<file path="src/rtl/anc_csum_pkg.sv">
package anc_csum_pkg;
  typedef enum logic [2:0] {
    ST_IDLE, ST_DID, ST_SDID, ST_DC, ST_UDW, ST_CS
  } ancState_t;

  typedef struct packed {
    logic loadSum;
    logic addSum;
    logic latchId;
    logic checkNow;
  } ancStrobe_t;
endpackage

</file>
<file path="src/rtl/anc_csum_ctrl.sv">
module anc_csum_ctrl
  import anc_csum_pkg::*;
#(
  parameter int WORD_W = 10,
  parameter int CNT_W  = 8
) (
  input  logic              clk,
  input  logic              rstN,
  input  logic [WORD_W-1:0] wordIn,
  input  logic              wordValid,
  output ancStrobe_t        strobes
);
  localparam logic [WORD_W-1:0] ALL_ONES = {WORD_W{1'b1}};

  logic [WORD_W-1:0] prevOne, prevTwo;
  logic              hdrSeen;
  ancState_t         state, stateNext;
  logic [CNT_W-1:0]  remain, remainNext;

  assign hdrSeen = wordValid && (prevTwo == '0) && (prevOne == ALL_ONES)
                   && (wordIn == ALL_ONES);

  always_ff @(posedge clk or negedge rstN) begin
    if (!rstN) begin
      prevOne <= ALL_ONES;
      prevTwo <= ALL_ONES;
      state   <= ST_IDLE;
      remain  <= '0;
    end else begin
      if (wordValid) begin
        prevTwo <= prevOne;
        prevOne <= wordIn;
      end
      state  <= stateNext;
      remain <= remainNext;
    end
  end

  always_comb begin
    stateNext  = state;
    remainNext = remain;
    strobes    = '0;
    if (wordValid) begin
      if (hdrSeen) begin
        stateNext = ST_DID;
      end else begin
        unique case (state)
          ST_DID: begin
            strobes.loadSum = 1'b1;
            strobes.latchId = 1'b1;
            stateNext = ST_SDID;
          end
          ST_SDID: begin
            strobes.addSum = 1'b1;
            stateNext = ST_DC;
          end
          ST_DC: begin
            strobes.addSum = 1'b1;
            remainNext = wordIn[CNT_W-1:0];
            stateNext = (wordIn[CNT_W-1:0] == '0) ? ST_CS : ST_UDW;
          end
          ST_UDW: begin
            strobes.addSum = 1'b1;
            remainNext = remain - 1'b1;
            if (remain == CNT_W'(1)) stateNext = ST_CS;
          end
          ST_CS: begin
            strobes.checkNow = 1'b1;
            stateNext = ST_IDLE;
          end
          default: stateNext = ST_IDLE;
        endcase
      end
    end
  end
endmodule

</file>
<file path="src/rtl/anc_csum_dp.sv">
module anc_csum_dp
  import anc_csum_pkg::*;
#(
  parameter int WORD_W  = 10,
  parameter int ID_W    = 8,
  parameter int NUM_IDS = 4
) (
  input  logic                    clk,
  input  logic                    rstN,
  input  logic [WORD_W-1:0]       wordIn,
  input  ancStrobe_t              strobes,
  input  logic [NUM_IDS*ID_W-1:0] typeIds,
  input  logic [NUM_IDS-1:0]      typeEn,
  input  logic                    errClear,
  output logic                    errFlag,
  output logic                    pktDone
);
  localparam int SUM_W = WORD_W - 1;

  logic [SUM_W-1:0]  sumAcc;
  logic [ID_W-1:0]   idHeld;
  logic [NUM_IDS-1:0] idHits;
  logic              selected, mismatch;
  logic [WORD_W-1:0] expectWord;

  for (genvar i = 0; i < NUM_IDS; i++) begin : g_match
    assign idHits[i] = typeEn[i] && (typeIds[i*ID_W +: ID_W] == idHeld);
  end

  assign selected   = (typeEn == '0) || (|idHits);
  assign expectWord = {~sumAcc[SUM_W-1], sumAcc};
  assign mismatch   = (wordIn != expectWord);

  always_ff @(posedge clk or negedge rstN) begin
    if (!rstN) begin
      sumAcc  <= '0;
      idHeld  <= '0;
      errFlag <= 1'b0;
      pktDone <= 1'b0;
    end else begin
      if (strobes.loadSum)     sumAcc <= wordIn[SUM_W-1:0];
      else if (strobes.addSum) sumAcc <= sumAcc + wordIn[SUM_W-1:0];
      if (strobes.latchId) idHeld <= wordIn[ID_W-1:0];
      pktDone <= strobes.checkNow;
      if (strobes.checkNow && mismatch && selected) errFlag <= 1'b1;
      else if (errClear)                            errFlag <= 1'b0;
    end
  end
endmodule

</file>
<file path="src/rtl/anc_csum_check.sv">
module anc_csum_check
  import anc_csum_pkg::*;
#(
  parameter int WORD_W  = 10,
  parameter int ID_W    = 8,
  parameter int NUM_IDS = 4
) (
  input  logic                    clk,
  input  logic                    rstN,
  input  logic [WORD_W-1:0]       wordIn,
  input  logic                    wordValid,
  input  logic [NUM_IDS*ID_W-1:0] typeIds,
  input  logic [NUM_IDS-1:0]      typeEn,
  input  logic                    errClear,
  output logic                    errFlag,
  output logic                    pktDone
);
  ancStrobe_t strobes;

  anc_csum_ctrl #(.WORD_W(WORD_W), .CNT_W(ID_W)) u_ctrl (
    .clk(clk), .rstN(rstN), .wordIn(wordIn), .wordValid(wordValid),
    .strobes(strobes)
  );

  anc_csum_dp #(.WORD_W(WORD_W), .ID_W(ID_W), .NUM_IDS(NUM_IDS)) u_dp (
    .clk(clk), .rstN(rstN), .wordIn(wordIn), .strobes(strobes),
    .typeIds(typeIds), .typeEn(typeEn), .errClear(errClear),
    .errFlag(errFlag), .pktDone(pktDone)
  );
endmodule

</file>
<file path="config.mk">
export PLATFORM = sky130hd
export DESIGN_NAME = anc_csum_check
export DESIGN_NICKNAME = d
export VERILOG_FILES = /design/src/rtl/anc_csum_pkg.sv /design/src/rtl/anc_csum_ctrl.sv /design/src/rtl/anc_csum_dp.sv /design/src/rtl/anc_csum_check.sv
export SDC_FILE = /design/constraint.sdc
export NUM_CORES = 1
export LEC_CHECK = 0
export BUFFER_PORTS_ARGS = -buffer_cell sky130_fd_sc_hd__buf_4
export CAP_MARGIN = 15
export CORE_MARGIN = 1.5
export CORE_UTILIZATION = 45
export CTS_CLUSTER_DIAMETER = 120
export CTS_CLUSTER_SIZE = 24
export DETAILED_ROUTE_END_ITERATION = 16
export PLACE_DENSITY = 0.67
export SLEW_MARGIN = 15
export SYNTH_ARGS = -nofsm -noshare
export SYNTH_HDL_FRONTEND = slang
export SYNTH_HIERARCHICAL = 1
export SYNTH_SLANG_ARGS = --single-unit
</file>
<file path="constraint.sdc">
create_clock -name clk -period 2.6 [get_ports clk]
set_input_delay 0.13 -clock clk [delete_from_list [all_inputs] [get_ports clk]]
set_output_delay 0.13 -clock clk [all_outputs]
set_load 0.01 [all_outputs]
</file>
==> run summary <==
The flow ran to the end, and the final reports show no timing, DRC or antenna violations. The count of buffers added on input and output ports is 51. The run gives 5 as the number of CTS-inserted buffers.

Excluding fillers, the count of instances in the completed layout stands at 455. Data on the critical path arrives at its endpoint at 2.50 ns. The horizontal extent of the die is 87.5 um, and the number of clock sinks seen by CTS is 50. The number of top-level pins was 52; the aggregate global routing overflow was 0. Count of inserted antenna diode cells: 0. Across all setup checks in the final design, the least slack found is 0.278 ns.

The switching power share of the total was 39.2%. For the detailed-router iteration count before antenna repair, the log shows 4. The biggest area contributor in the post-synthesis netlist is dfrtp_1. Synthesis inferred 50 register bits.

Dividing total power by cell area gives a power density of 933 nW/um2. The number of enable-type register cells in the synthesized netlist is 0, and the net switching component of the power is 1.40 mW. For the initial standard-cell utilization of the core, the log shows 47.0%. For the worst setup path, the data required time is 2.77 ns. For the final database, setup skew stands at 0.00969 ns. After floorplanning, the core was divided into 30 placement rows. The total number of nets in the final design is 419, and the final critical delay including setup and external delays is 2.32 ns. The class of the tightest hold or removal check is in2reg.

The number of endpoints with negative hold slack in the final report came out at 0. Most used flip-flop cell after synthesis: dfrtp_1. Of all nets on the critical path, the largest fanout is 9. The count of pins over their slew limit came out at 0. The average wire per cell in the routed design was 16.0 um. The combinational share of power was 47.6%. The congestion estimate from routability-driven global placement came to 0.836.

The growth of design area from synthesis to finish came out at 19.1%. By area the synthesized netlist is led by dfrtp_1 (23%), dfstp_2 (16%), mux2_2 (12%). The detailed router placed 2,501 vias in this run. The internal power was 2.17 mW. The slowest stage of the critical path is the or4_4 cell.

Of all flip-flops after synthesis, the portion carrying an async set or reset was 100%. The post-route fraction of the period consumed by the critical path was 89.3%. Post-CTS timing repair inserted 0 buffers for setup. The Yosys warning count came out at 6. Entering global routing, the biggest net connects 51 pins. The sequential share of the synthesized area was 39.7%.

TritonCTS built the clock tree. The die is 87.5 um tall. The final layout contains routed wiring with a total length of 7270 um. The sequential share of power is 38.1%, and the count of max-cap constraint violations is 0.

The first global-routing pass estimated 11,500 um of wire. Sorting the synthesized cells by how often they occur yields mux2_2 (33), dfrtp_1 (30), xor2_1 (29), dfstp_2 (20), nand2_1 (17). In the synthesized netlist, the number of instances is 309.

The synthesized netlist occupies a cell area of 3210 um2. The die covers 7650 um2. After detailed routing, the wire length on met1 is 3520 um. Traced cell by cell, the critical path runs through or4_4, nor4_4, and2_2, nor2_2, nand2b_1, nor2_1, a211oi_1, a31oi_1.

The actual slew at the worst max-slew pin works out to 0.625 ns. The timing-limited maximum frequency is 431 MHz, and the cell count after placement is 446. Setup repair after global routing left no endpoint under its margin.

Count of cell types in the netlist: 52. By instance count, the leading cell after synthesis is mux2_2. The tools report the half-perimeter wire length of the detailed placement result as 5250 um. Nature of the critical path endpoint: a flip-flop. The average via count per standard cell was 5.50. The run gives 0.0333 ns as the worst-case setup slack after placement. The detail route stage leaves a number of antenna-violating nets equal to 0. The highest metal layer carrying signal wires in the routed design is met4.

For the final routed database, the setup TNS stands at 0 ns. Final instance area: 3830 um2. After clock tree synthesis, the clock-pin slew on the worst setup and hold paths is 0.09 ns.

For the number of antenna violations at the first check in global routing, the log shows 0. The average instance in the mapped netlist occupies 10.4 um2. In the routed design, unresolved DRC markers number 0. After detailed routing, the met3 layer carries 320 um of wire. Of the post-synthesis cell area, the dominant cell type holds 23.4%. The maximum level of the CTS H-tree came out at 2.

After floorplanning, the core was sized to cover 6830 um2. The setup violation total in the final timing report was 0; the max-slew headroom at the worst pin was 58.3%. The worst setup path is launched from a flip-flop. Of the cells placed in the final design, the portion with a size suffix greater than 1 is 36.2%.

The run gives 14.3% as the clock network power share. Summing internal, switching and leakage power gives 3.57 mW. On the worst path, the slowest cell contributes a delay of 0.54 ns.

The clock passes through at most 2 buffers. The first routing iteration left 76 violations. The static leakage is 1.61 nW, and the met2 wire length is 3350 um. The worst setup path is of the reg2reg kind.

Counting every net in the synthesized netlist gives 370. VDD sags by at most 0.470 mV. In this run the cell area measured after placement is 3700 um2. The tools report the library cell used as clock root buffer as clkbuf_8.

In the global route stage, overall resource usage came out at 19.6%. At the later pin of the worst-skew pair, clock insertion delay measures 0.31 ns. The number of global-route vias before repair is 2,361.
worst max-delay path, delay by kind of cell, from the launching register on:
family	cells	cell delay, ns
and+or+nand+nor	6	1.51
DFF	1	0.38
AOI/OAI and AO/OA	2	0.30
power by group through the flow:
stage          clock network [mW]  logic (mW)  registers, mW
2_1_floorplan                   0        1.41           1.22
3_3_place_gp                    0        1.64           1.37
3_5_place_dp                    0        1.66           1.38
4_1_cts                     0.535        1.68           1.36
5_1_grt                     0.572        1.88           1.41
6_report                    0.510        1.70           1.36
worst paths after layout:
path                                   start                to  slack [ns]  cells past startpoint
max                        u_ctrl/prevTwo[4]    u_dp/sumAcc[8]        0.28                      8
min                                 errClear      u_dp/errFlag        0.11                      3
max reg2reg                u_ctrl/prevTwo[4]    u_dp/sumAcc[8]        0.28                      8
min reg2reg                     u_dp/errFlag      u_dp/errFlag        0.51                      1
max in group asynchronous               rstN  u_ctrl/remain[4]        1.80                      2
min in group asynchronous               rstN    u_dp/sumAcc[1]        0.37                      2
cell families (layout without fill, tap and decap cells):
family / count (synthesis) / in the layout / share of synthesized area [%]
simple gates: 80 / 80 / 14.8
compound gates: 61 / 61 / 12.9
flops: 50 / 50 / 39.7
xor+xnor: 40 / 40 / 10.9
mux: 38 / 38 / 13.1
buf+inv: 29 / 79 / 3.97
fa+ha+maj: 11 / 11 / 4.52
registers in the layout, indices dropped and copies added (netlist names):
name	cells
u_ctrl/prevOne	10
u_ctrl/prevTwo	10
u_dp/sumAcc	9
u_ctrl/remain	8
u_dp/idHeld	8
u_ctrl/state	3
u_dp/errFlag	1
u_dp/pktDone	1
routing by layer:
| metal | GRT usage [%] | vias up |
|---|---|---|
| met5 | 0 | - |
| met4 | 5.92 | 0 |
| met3 | 3.32 | 7 |
| met2 | 30.6 | 67 |
| met1 | 27.8 | 1200 |
| li1 | - | 1227 |
metrics by stage:
stage / utilization (%) / hold WS [ns]
2_1_floorplan: - / -0.166
3_3_place_gp: 54.1 / 0.190
3_5_place_dp: 54.1 / 0.190
4_1_cts: 55.8 / 0.0944
5_1_grt: 56.0 / 0.101
6_report: 56.0 / 0.111
cell type report:
type | count | area (um2)
multi-input cells | 230 | 1830
clock inverters | 1 | 8.76
inverters | 10 | 37.5
well taps | 96 | 120
fillers | 627 | 3010
repair buffers | 61 | 460
flip-flops and latches | 50 | 1280
clock buffers | 7 | 97.6
cell usage in the layout (no fill, tap or decap), types with 11 or more instances in the layout:
master	netlist	final
nor4_1	13	12
xnor2_1	11	11
buf_4	2	60
mux2_2	33	33
xor2_1	29	29
dfstp_2	20	20
nand2_1	17	17
o21ai_0	16	16
dfrtp_1	30	30
a21oi_1	13	13
repair_timing:
| item | CTS | global route |
|---|---|---|
| hold buffers | 1 | 0 |
| endpoints found under the setup margin | 0 | 12 |
| resized for setup | 0 | 2 |
| endpoints found under the hold margin | 30 | 0 |
Power figures use the tool's default switching activity.
